<file path="config.mk">
export PLATFORM = sky130hd
export DESIGN_NAME = frame_admit_gate
export DESIGN_NICKNAME = d
export VERILOG_FILES = /design/src/rtl/frame_admit_pkg.sv /design/src/rtl/fa_regs.sv /design/src/rtl/fa_frame_counter.sv /design/src/rtl/fa_arbiter.sv /design/src/rtl/frame_admit_gate.sv
export SDC_FILE = /design/constraint.sdc
export NUM_CORES = 1
export LEC_CHECK = 0
export BUFFER_PORTS_ARGS = -buffer_cell sky130_fd_sc_hd__buf_2
export CAP_MARGIN = 25
export CORE_UTILIZATION = 40
export DETAILED_ROUTE_END_ITERATION = 8
export PLACE_DENSITY_LB_ADDON = 0.1
export SYNTH_ARGS = -nofsm -noshare
export SYNTH_HDL_FRONTEND = slang
export SYNTH_SLANG_ARGS = --single-unit
</file>
<file path="constraint.sdc">
create_clock -name clk_i -period 2.3 [get_ports clk_i]
set_input_delay 0.46 -clock clk_i [delete_from_list [all_inputs] [get_ports clk_i]]
set_output_delay 0.46 -clock clk_i [all_outputs]
set_load 0.01 [all_outputs]
</file>
<file path="src/rtl/frame_admit_pkg.sv">
package frame_admit_pkg;
  localparam logic [7:0] OFF_FRAME_LEN = 8'h34;
  localparam logic [7:0] OFF_REMAIN    = 8'h38;
  localparam logic [7:0] OFF_PER_START = 8'h40;
  localparam logic [7:0] OFF_LS_CUT    = 8'h44;

  typedef enum logic [1:0] {
    CLS_NONE = 2'd0,
    CLS_PER  = 2'd1,
    CLS_CB   = 2'd2,
    CLS_LS   = 2'd3
  } xfer_cls_e;

  typedef struct packed {
    logic per;
    logic cb;
    logic ls;
  } grant_t;
endpackage

</file>
<file path="src/rtl/fa_regs.sv">
module fa_regs
  import frame_admit_pkg::*;
#(
  parameter int unsigned ADDR_W   = 8,
  parameter int unsigned DATA_W   = 32,
  parameter int unsigned CNT_W    = 14,
  parameter int unsigned LS_W     = 12,
  parameter logic [CNT_W-1:0] FLEN_RST = 14'h2EDF,
  parameter logic [LS_W-1:0]  LSC_RST  = 12'h628
) (
  input  logic              clk_i,
  input  logic              rst_ni,
  input  logic              we_i,
  input  logic [ADDR_W-1:0] addr_i,
  input  logic [DATA_W-1:0] wdata_i,
  input  logic [CNT_W-1:0]  remain_i,
  output logic [CNT_W-1:0]  frame_len_o,
  output logic [CNT_W-1:0]  per_start_o,
  output logic [LS_W-1:0]   ls_cut_o,
  output logic [DATA_W-1:0] rdata_o
);
  localparam logic [ADDR_W-1:0] A_FLEN = ADDR_W'(OFF_FRAME_LEN);
  localparam logic [ADDR_W-1:0] A_REM  = ADDR_W'(OFF_REMAIN);
  localparam logic [ADDR_W-1:0] A_PS   = ADDR_W'(OFF_PER_START);
  localparam logic [ADDR_W-1:0] A_LSC  = ADDR_W'(OFF_LS_CUT);
  localparam int unsigned PAD_C = DATA_W - CNT_W;
  localparam int unsigned PAD_L = DATA_W - LS_W;

  logic [CNT_W-1:0] flen_q, ps_q;
  logic [LS_W-1:0]  lsc_q;

  always_ff @(posedge clk_i or negedge rst_ni) begin
    if (!rst_ni) begin
      flen_q <= FLEN_RST;
      ps_q   <= '0;
      lsc_q  <= LSC_RST;
    end else if (we_i) begin
      // reserved upper bits are dropped
      unique case (addr_i)
        A_FLEN:  flen_q <= wdata_i[CNT_W-1:0];
        A_PS:    ps_q   <= wdata_i[CNT_W-1:0];
        A_LSC:   lsc_q  <= wdata_i[LS_W-1:0];
        default: ;
      endcase
    end
  end

  always_comb begin
    unique case (addr_i)
      A_FLEN:  rdata_o = {{PAD_C{1'b0}}, flen_q};
      A_REM:   rdata_o = {{PAD_C{1'b0}}, remain_i};
      A_PS:    rdata_o = {{PAD_C{1'b0}}, ps_q};
      A_LSC:   rdata_o = {{PAD_L{1'b0}}, lsc_q};
      default: rdata_o = '0;
    endcase
  end

  assign frame_len_o = flen_q;
  assign per_start_o = ps_q;
  assign ls_cut_o    = lsc_q;
endmodule

</file>
<file path="src/rtl/fa_frame_counter.sv">
module fa_frame_counter #(
  parameter int unsigned CNT_W = 14
) (
  input  logic             clk_i,
  input  logic             rst_ni,
  input  logic             sof_i,
  input  logic             tick_i,
  input  logic [CNT_W-1:0] frame_len_i,
  output logic [CNT_W-1:0] remain_o
);
  logic [CNT_W-1:0] rem_q;

  always_ff @(posedge clk_i or negedge rst_ni) begin
    if (!rst_ni)                  rem_q <= '0;
    else if (sof_i)               rem_q <= frame_len_i;
    else if (tick_i && rem_q != '0) rem_q <= rem_q - 1'b1;
  end

  assign remain_o = rem_q;
endmodule

</file>
<file path="src/rtl/fa_arbiter.sv">
module fa_arbiter
  import frame_admit_pkg::*;
#(
  parameter int unsigned CNT_W = 14,
  parameter int unsigned LS_W  = 12
) (
  input  logic             clk_i,
  input  logic             rst_ni,
  input  logic             sof_i,
  input  logic [CNT_W-1:0] remain_i,
  input  logic [CNT_W-1:0] per_start_i,
  input  logic [LS_W-1:0]  ls_cut_i,
  input  logic             per_req_i,
  input  logic             cb_req_i,
  input  logic             ls_req_i,
  input  logic             busy_i,
  output grant_t           grant_o,
  output logic             per_prio_o
);
  localparam int unsigned PAD = CNT_W - LS_W;

  logic      prio_q;
  logic      ls_ok;
  xfer_cls_e pick;
  grant_t    grant_q, grant_d;

  // sticky for the frame once the start point is reached
  always_ff @(posedge clk_i or negedge rst_ni) begin
    if (!rst_ni)                        prio_q <= 1'b0;
    else if (sof_i)                     prio_q <= 1'b0;
    else if (remain_i <= per_start_i)   prio_q <= 1'b1;
  end

  assign ls_ok = remain_i >= {{PAD{1'b0}}, ls_cut_i};

  always_comb begin
    pick = CLS_NONE;
    if (prio_q && per_req_i)   pick = CLS_PER;
    else if (cb_req_i)         pick = CLS_CB;
    else if (ls_req_i && ls_ok) pick = CLS_LS;
  end

  always_comb begin
    grant_d = '0;
    unique case (pick)
      CLS_PER: grant_d.per = 1'b1;
      CLS_CB:  grant_d.cb  = 1'b1;
      CLS_LS:  grant_d.ls  = 1'b1;
      default: ;
    endcase
  end

  // one decision per idle gap; busy takes a cycle to rise after a grant
  always_ff @(posedge clk_i or negedge rst_ni) begin
    if (!rst_ni)                    grant_q <= '0;
    else if (busy_i || |grant_q)    grant_q <= '0;
    else                            grant_q <= grant_d;
  end

  assign grant_o    = grant_q;
  assign per_prio_o = prio_q;
endmodule

</file>
<file path="src/rtl/frame_admit_gate.sv">
module frame_admit_gate
  import frame_admit_pkg::*;
#(
  parameter int unsigned ADDR_W = 8,
  parameter int unsigned DATA_W = 32,
  parameter int unsigned CNT_W  = 14,
  parameter int unsigned LS_W   = 12
) (
  input  logic              clk_i,
  input  logic              rst_ni,
  input  logic              sof_i,
  input  logic              tick_i,
  input  logic              reg_we_i,
  input  logic [ADDR_W-1:0] reg_addr_i,
  input  logic [DATA_W-1:0] reg_wdata_i,
  output logic [DATA_W-1:0] reg_rdata_o,
  input  logic              per_req_i,
  input  logic              cb_req_i,
  input  logic              ls_req_i,
  input  logic              busy_i,
  output logic              per_grant_o,
  output logic              cb_grant_o,
  output logic              ls_grant_o,
  output logic              per_prio_o
);
  logic [CNT_W-1:0] frame_len, per_start, frame_rem;
  logic [LS_W-1:0]  ls_cut;
  grant_t           grant;

  fa_regs #(
    .ADDR_W(ADDR_W), .DATA_W(DATA_W), .CNT_W(CNT_W), .LS_W(LS_W)
  ) u_regs (
    .clk_i, .rst_ni,
    .we_i       (reg_we_i),
    .addr_i     (reg_addr_i),
    .wdata_i    (reg_wdata_i),
    .remain_i   (frame_rem),
    .frame_len_o(frame_len),
    .per_start_o(per_start),
    .ls_cut_o   (ls_cut),
    .rdata_o    (reg_rdata_o)
  );

  fa_frame_counter #(.CNT_W(CNT_W)) u_cnt (
    .clk_i, .rst_ni,
    .sof_i, .tick_i,
    .frame_len_i(frame_len),
    .remain_o   (frame_rem)
  );

  fa_arbiter #(.CNT_W(CNT_W), .LS_W(LS_W)) u_arb (
    .clk_i, .rst_ni, .sof_i,
    .remain_i   (frame_rem),
    .per_start_i(per_start),
    .ls_cut_i   (ls_cut),
    .per_req_i, .cb_req_i, .ls_req_i, .busy_i,
    .grant_o    (grant),
    .per_prio_o
  );

  assign per_grant_o = grant.per;
  assign cb_grant_o  = grant.cb;
  assign ls_grant_o  = grant.ls;
endmodule

</file>
======== Yosys cells after proc, flatten, opt, wreduce, memory -nomap -nowiden ========
Cells that the tools add are included.
word-level totals
  register bits ........................... 58
operators by class
  reductions and logical operators ........ 11
  multiplexer cells ....................... 12
  equal/unequal tests ..................... 7
  add/subtract/negate cells ............... 1
  order comparisons ....................... 2
operators by type and width
  kind                   count
  $pmux 14 s4            1
  $mux 14                2
  $eq 8x6->1 const B     2
  $eq 8x7->1 const B     2
  $ge 14x12->1           1
  $le 14x14->1           1
  $reduce_bool 14->1     1
  $sub 14x1->14 const B  1
  $mux 2                 3
  $reduce_and 2->1       3
  $mux 1                 5
  $eq 2x2->1 const B     2
  $reduce_bool 2->1      2
  $logic_and 1x1->1      3
  $mux 3                 1
  $reduce_or 3->1        1
  $eq 2x1->1 const B     1
  $logic_or 1x1->1       1

======== Longest topological paths before layout ========
Gate-level depths: netlist of the first run.
  depth in word-level cells ............... 8
  gate-level depth with buffers ........... 8
  gate-level depth less buffers ........... 7

======== Hierarchy ========
Synthesis of the first run repeated with hierarchy kept, for this count alone.
unflattened totals
  cells, all modules ...................... 381
  area total of the unflattened synthesis .. 3971.3 um^2
modules (own cells, without submodules)
  module            area an instance (um^2)  seq. area each (um^2)  cells each  instances
  fa_regs           2213.4                   1019.7                 175         1
  fa_frame_counter  942.2                    350.3                  104         1
  fa_arbiter        815.8                    100.1                  102         1

======== Least setup slack after synthesis of the first run ========
OpenSTA, ideal clock, no wires.
  path kind ............................... input-to-output
  start ................................... in reg_addr_i[2]
  end ..................................... out reg_rdata_o[13]
  buffers on the path ..................... 3
  arrival ................................. 1.574 ns
  stages .................................. 6
  path slack .............................. 0.266 ns
  cell sequence ........................... buf_2 and4b_1 clkbuf_1 buf_2 a222oi_1 inv_1
between the ends
  cells in the longest elaborated chain, start to end .. 2
  elaborated cells between the ends (all ways) .. 5
  those cells by class .................... 4 x eq/ne; 1 x mux
ends and longest elaborated chain
  what                                             line                    text
  start, declared                                  frame_admit_gate.sv:14  input logic [ADDR_W-1:0] reg_addr_i,
  $eq 8x7->1 / $eq 8x6->1 (equally long branches)  fa_regs.sv:49           unique case (addr_i)
  $pmux 14 s4 *                                    fa_regs.sv:49
  end, declared                                    frame_admit_gate.sv:16  output logic [DATA_W-1:0] reg_rdata_o,
Mark *: on every way between the ends. The rest lies on a longest branch, timed or not.

======== Worst setup path in the final report of the first run ========
  start ................................... in reg_addr_i[4]
  end ..................................... out reg_rdata_o[10]
The elaborated chain is that of the path after synthesis.

==> results of run 1 <==
[stage by stage]
stage	setup WS (ns)	area (um^2)	cells
3_3_place_gp	0.180	4230	524
2_1_floorplan	0.266	3850	374
3_5_place_dp	0.160	4230	524
6_report	0.186	4420	540
4_1_cts	0.158	4410	540
5_1_grt	0.0792	4420	540
[synth_stat cells (11+ instances only)]
cell,count,area (um^2)
nand2_1,19,71.3
dfstp_2,15,394
mux2_2,29,327
mux2i_1,12,120
nor2_1,22,82.6
a221o_1,11,110
dfrtp_1,43,1080
ha_1,27,338
buf_4,18,135
o21ai_0,14,70.1
inv_1,28,105
a21oi_1,11,55.1
[worst max-delay path: cells and delay by family]
kind                   cells  cell delay (ns)
buffers and inverters      3             0.40
AO/OA/AOI/OAI              1             0.17
AND/OR/NAND/NOR            3             0.61
[cell families (layout without fill, tap and decap cells)]
| family | Yosys count | after routing | synth area share [%] |
|---|---|---|---|
| DFF | 58 | 58 | 38.8 |
| xor gates and xnor gates | 10 | 10 | 2.31 |
| other | 1 | 18 | 0.0990 |
| buffers and inverters | 61 | 116 | 8.99 |
| adders and majority gates | 27 | 27 | 8.92 |
| AOI/OAI and AO/OA | 53 | 53 | 9.94 |
| and+or+nand+nor | 93 | 93 | 14.3 |
| muxes | 54 | 54 | 16.7 |
[worst max path at each step]
stage	start	to	slack (ns)
2_1_floorplan	reg_addr_i[2]	reg_rdata_o[13]	0.27
3_3_place_gp	reg_addr_i[4]	reg_rdata_o[4]	0.18
3_5_place_dp	reg_addr_i[5]	reg_rdata_o[4]	0.16
4_1_cts	reg_addr_i[5]	reg_rdata_o[4]	0.16
5_1_grt	reg_addr_i[4]	reg_rdata_o[13]	0.08
6_report	reg_addr_i[4]	reg_rdata_o[10]	0.19
[metal layers]
layer / vias to the layer above / wire, um
met5: - / 0
met4: 0 / 80
met3: 7 / 319
met2: 46 / 4020
met1: 1320 / 4260
li1: 1379 / -
[cell type report]
class	count	area, um^2	area share, %
flip-flops and latches	58	1470	33.3
repair buffers	72	470	10.7
well taps	111	139	3.15
clock inverters	2	10.0	0.227
clock buffers	14	173	3.91
multi-input cells	255	2050	46.4
inverters	28	105	2.38
[flip-flops by register name (all words and copies together), names as in the netlist]
register and count:
u_regs.per_start_o 14, u_arb.grant_o 3, u_regs.frame_len_o 14, u_regs.ls_cut_o 12, u_arb.per_prio_o 1, u_cnt.remain_o 14
[power breakdown]
group          total (mW)  switching (mW)  leakage, nW  internal (mW)
logic                1.72           0.907         1.34          0.811
clock network       0.891           0.414       0.0965          0.476
registers            1.41           0.217        0.740           1.19
total                4.01            1.54         2.18           2.48
==> metrics, run 1 <==
outcome=completed; final slew viol count=0; initial core utilization=41.2%; crit path max fanout=14; Hold Path Class=input port to async pin; Reg2Reg Depth=8; Pwr Total=4.01 mW; TNS Setup=0 ns; number of global-route vias before repair=2782; # nets final=500; die width=99.3 um; GR Overflow Total=0; Setup crit end kind=output port; Final Hold Viols=0; total die area=9860 um^2; minimum clock period=2.11 ns; Yosys warnings=0; largest net degree at the start of global routing=29; drt pass-1 iters=4; Post-synth ARST share=100%; hold_buf cts=0; Avg WL per Cell=16.1 um; critical path launch point type=input port; Mapped Cells=357; Post-synth EDFFs=0; actual slew at the worst max-slew pin=0.534 ns; Cell variety after synth=50; Slew headroom=64.3%; Clock Latency Late Sink=0.35 ns; flop2flop setup slack=0.34 ns; most common cell after layout, fill and taps aside=buf_2; unrepaired setup endpoints after global routing=false; Post-Route Skew=0.00930 ns; clk slew on worst S/H paths=0.07 ns; layout cell share with drive strength beyond 1=35.9%; Top FF cell, synth=dfrtp_1; DR vias/cell=5.10; CTS tree=yes; Vias=2752; # diodes=0; sequential area share after synthesis=38.8%; GRT Total Usage=19.4%; Longest Clk Path Bufs=2; maxcap violations=0; final worst path period share=91.9%; WP data required=1.84 ns; global route hottest layer=met2; DIE HEIGHT=99.3 um; hold_ws=0.0461 ns; M3 GR Usage=5.62%; H-tree lvl count=3; power density cells=909 nW/um^2; fill cell count=908; drt drc=0; Max stage delay on crit path=0.30 ns; Post-DP HPWL=6.69 mm; r2r endpoint=u_cnt.remain_o[7]$_DFFE_PN0P_; post-CTS sizing=0; first-iteration detailed-routing DRC count=93; number of setup violations in the final report=0; crit path DAT=1.65 ns; final core occ=48.0%; Site Rows=35; worst path cell trace=buf_2 -> nand2_1 -> nor3_2 -> and4b_1 -> buf_12 -> a221o_1 -> buf_2; PortBufs=48; Static Leak=2.18 nW; Ports=85; worst vdd ir=0.000610 V; Sink Count=58; Avg Inst Size Synth=10.6 um^2; area of the core=9200 um^2; Clk Tree Root Cell=clkbuf_8; Post-CTS Setup Inserts=0; WS Path Type=input port to output port; most frequent cells in the layout=buf_2, dfrtp_1, mux2_2; RR Startpoint=u_cnt.remain_o[0]$_DFFE_PN0P_; grt met2 use=30.3%; most used cell, CP=buf_2; Area Overhead vs Synth=16.6%; Placer Congestion=0.774; post-synthesis cell area=3790 um^2; first-pass GRT wire length=14.4 mm; antenna viol nets, final=0; Crit-path slowest cell=and4b_1; GR Util met1=26.1%; drt total wl=8.67 mm; initial antenna violation count=0; achievable frequency=0.473 GHz; Num CTS Buffers=9; flops & latches, synth=58
Power figures use the tool's default switching activity.
==> run 2: changes to the inputs <==
Settings changed: CTS_BUF_LIST from default to sky130_fd_sc_hd__clkbuf_8.
==> metrics, run 2 (synthesized netlist as in run 1, its figures left out) <==
PortBufs=48; Setup WS pre-CTS=0.160 ns; Sink Count=58; r2r endpoint=u_cnt.remain_o[7]$_DFFE_PN0P_; area of the core=9200 um^2; switching share of total power=38.4%; Switch Pwr=1.54 mW; drt pass-1 iters=4; first-pass GRT wire length=14.4 mm; Post-Route Skew=0.00930 ns; GR Overflow Total=0; antenna viol nets, final=0; achievable frequency=0.473 GHz; most frequent cells in the layout=buf_2, dfrtp_1, inv_1; number of global-route vias before repair=2782; Site Rows=35; drt total wl=8.68 mm; Post-DP HPWL=6.69 mm; unrepaired setup endpoints after global routing=false; crit path DAT=1.65 ns; Clock Latency Late Sink=0.35 ns; clk slew on worst S/H paths=0.07 ns; Clk Tree Root Cell=clkbuf_8; Int Power=2.47 mW; Num CTS Buffers=9; final slew viol count=0; Reg power frac=35.1%; RR Startpoint=u_cnt.remain_o[0]$_DFFE_PN0P_; worst vdd ir=0.000610 V; final worst path period share=91.9%; TNS Setup=0 ns; initial core utilization=41.2%; critical path launch point type=input port; drt drc=0; most common cell after layout, fill and taps aside=buf_2; Setup crit end kind=output port; worst setup margin=0.186 ns; Hold Path Class=input port to async pin; Slew headroom=64.3%; H-tree lvl count=3; largest net degree at the start of global routing=29; Ports=85; WS Path Type=input port to output port; Final Hold Viols=0; DR vias/cell=5.10; # nets final=500; initial antenna violation count=0; Reg2Reg Depth=8; die width=99.3 um; clock network fraction of total power=22.0%; Vias=2752; flop2flop setup slack=0.34 ns; Area Overhead vs Synth=16.6%; minimum clock period=2.11 ns; CTS tree=yes; Static Leak=2.18 nW; crit path max fanout=14; actual slew at the worst max-slew pin=0.534 ns; outcome=completed; power density cells=907 nW/um^2; combinational share of power=42.9%; layout cell share with drive strength beyond 1=35.9%; DIE HEIGHT=99.3 um; total die area=9860 um^2; Post-CTS Setup Inserts=0; final core occ=48.0%; Placer Congestion=0.774; first-iteration detailed-routing DRC count=90; GRT Total Usage=19.4%; Longest Clk Path Bufs=2; WP data required=1.84 ns; maxcap violations=0; fill cell count=908; number of setup violations in the final report=0; Avg WL per Cell=16.1 um; # diodes=0
run 2: layer usage:
metal  track usage (%)  part of all wire, %
met2              30.3                   46
met3              5.62                  3.7
met5                 0                    0
met4              5.43                 0.92
met1              26.1                   49
run 2: area by class of cell:
class	count	area, um^2	share of cell area [%]
timing repair buffer	72	470	10.7
sequential	58	1470	33.3
inverter	28	105	2.38
clock inverter	4	17.5	0.397
clock buffer	12	165	3.74
multi-input combinational	255	2050	46.4
tap	111	139	3.15
run 2: repair_timing:
item,in CTS,in global routing
endpoints found under the setup margin,0,3
hold buffers,0,0
resized for setup,0,2
run 2: how the worst max path moves through the flow:
stage                        startpoint  slack (ns)  cells past startpoint               to
after floorplan           reg_addr_i[2]        0.27                      6  reg_rdata_o[13]
after global placement    reg_addr_i[4]        0.18                      7   reg_rdata_o[4]
after detailed placement  reg_addr_i[5]        0.16                      7   reg_rdata_o[4]
after CTS                 reg_addr_i[5]        0.16                      7   reg_rdata_o[4]
after global routing      reg_addr_i[4]        0.08                      8  reg_rdata_o[13]
final                     reg_addr_i[4]        0.19                      7  reg_rdata_o[10]
run 2: critical path, stage by stage:
cell and delay [ns]:
buf_2 0.11, nand2_1 0.06, nor3_2 0.25, and4b_1 0.30, buf_12 0.16, a221o_1 0.17
buf_2 0.13
run 2: metrics by stage:
stage                     hold WS [ns]  cells  total power [mW]  instance area [um^2]
after CTS                       0.0421    540              4.06                  4410
after floorplan                  0.164    374              2.67                  3850
final                           0.0461    540              4.01                  4420
after global placement           0.423    524              3.12                  4230
after detailed placement         0.428    524              3.15                  4230
after global routing            0.0517    540              4.37                  4420
run 2: power groups by stage:
stage               logic, mW  clock network, mW  registers (mW)
floorplan                1.26                  0            1.41
global placement         1.70                  0            1.43
detailed placement       1.72                  0            1.43
CTS                      1.73              0.917            1.41
global route             1.99              0.944            1.44
finish                   1.72              0.883            1.41
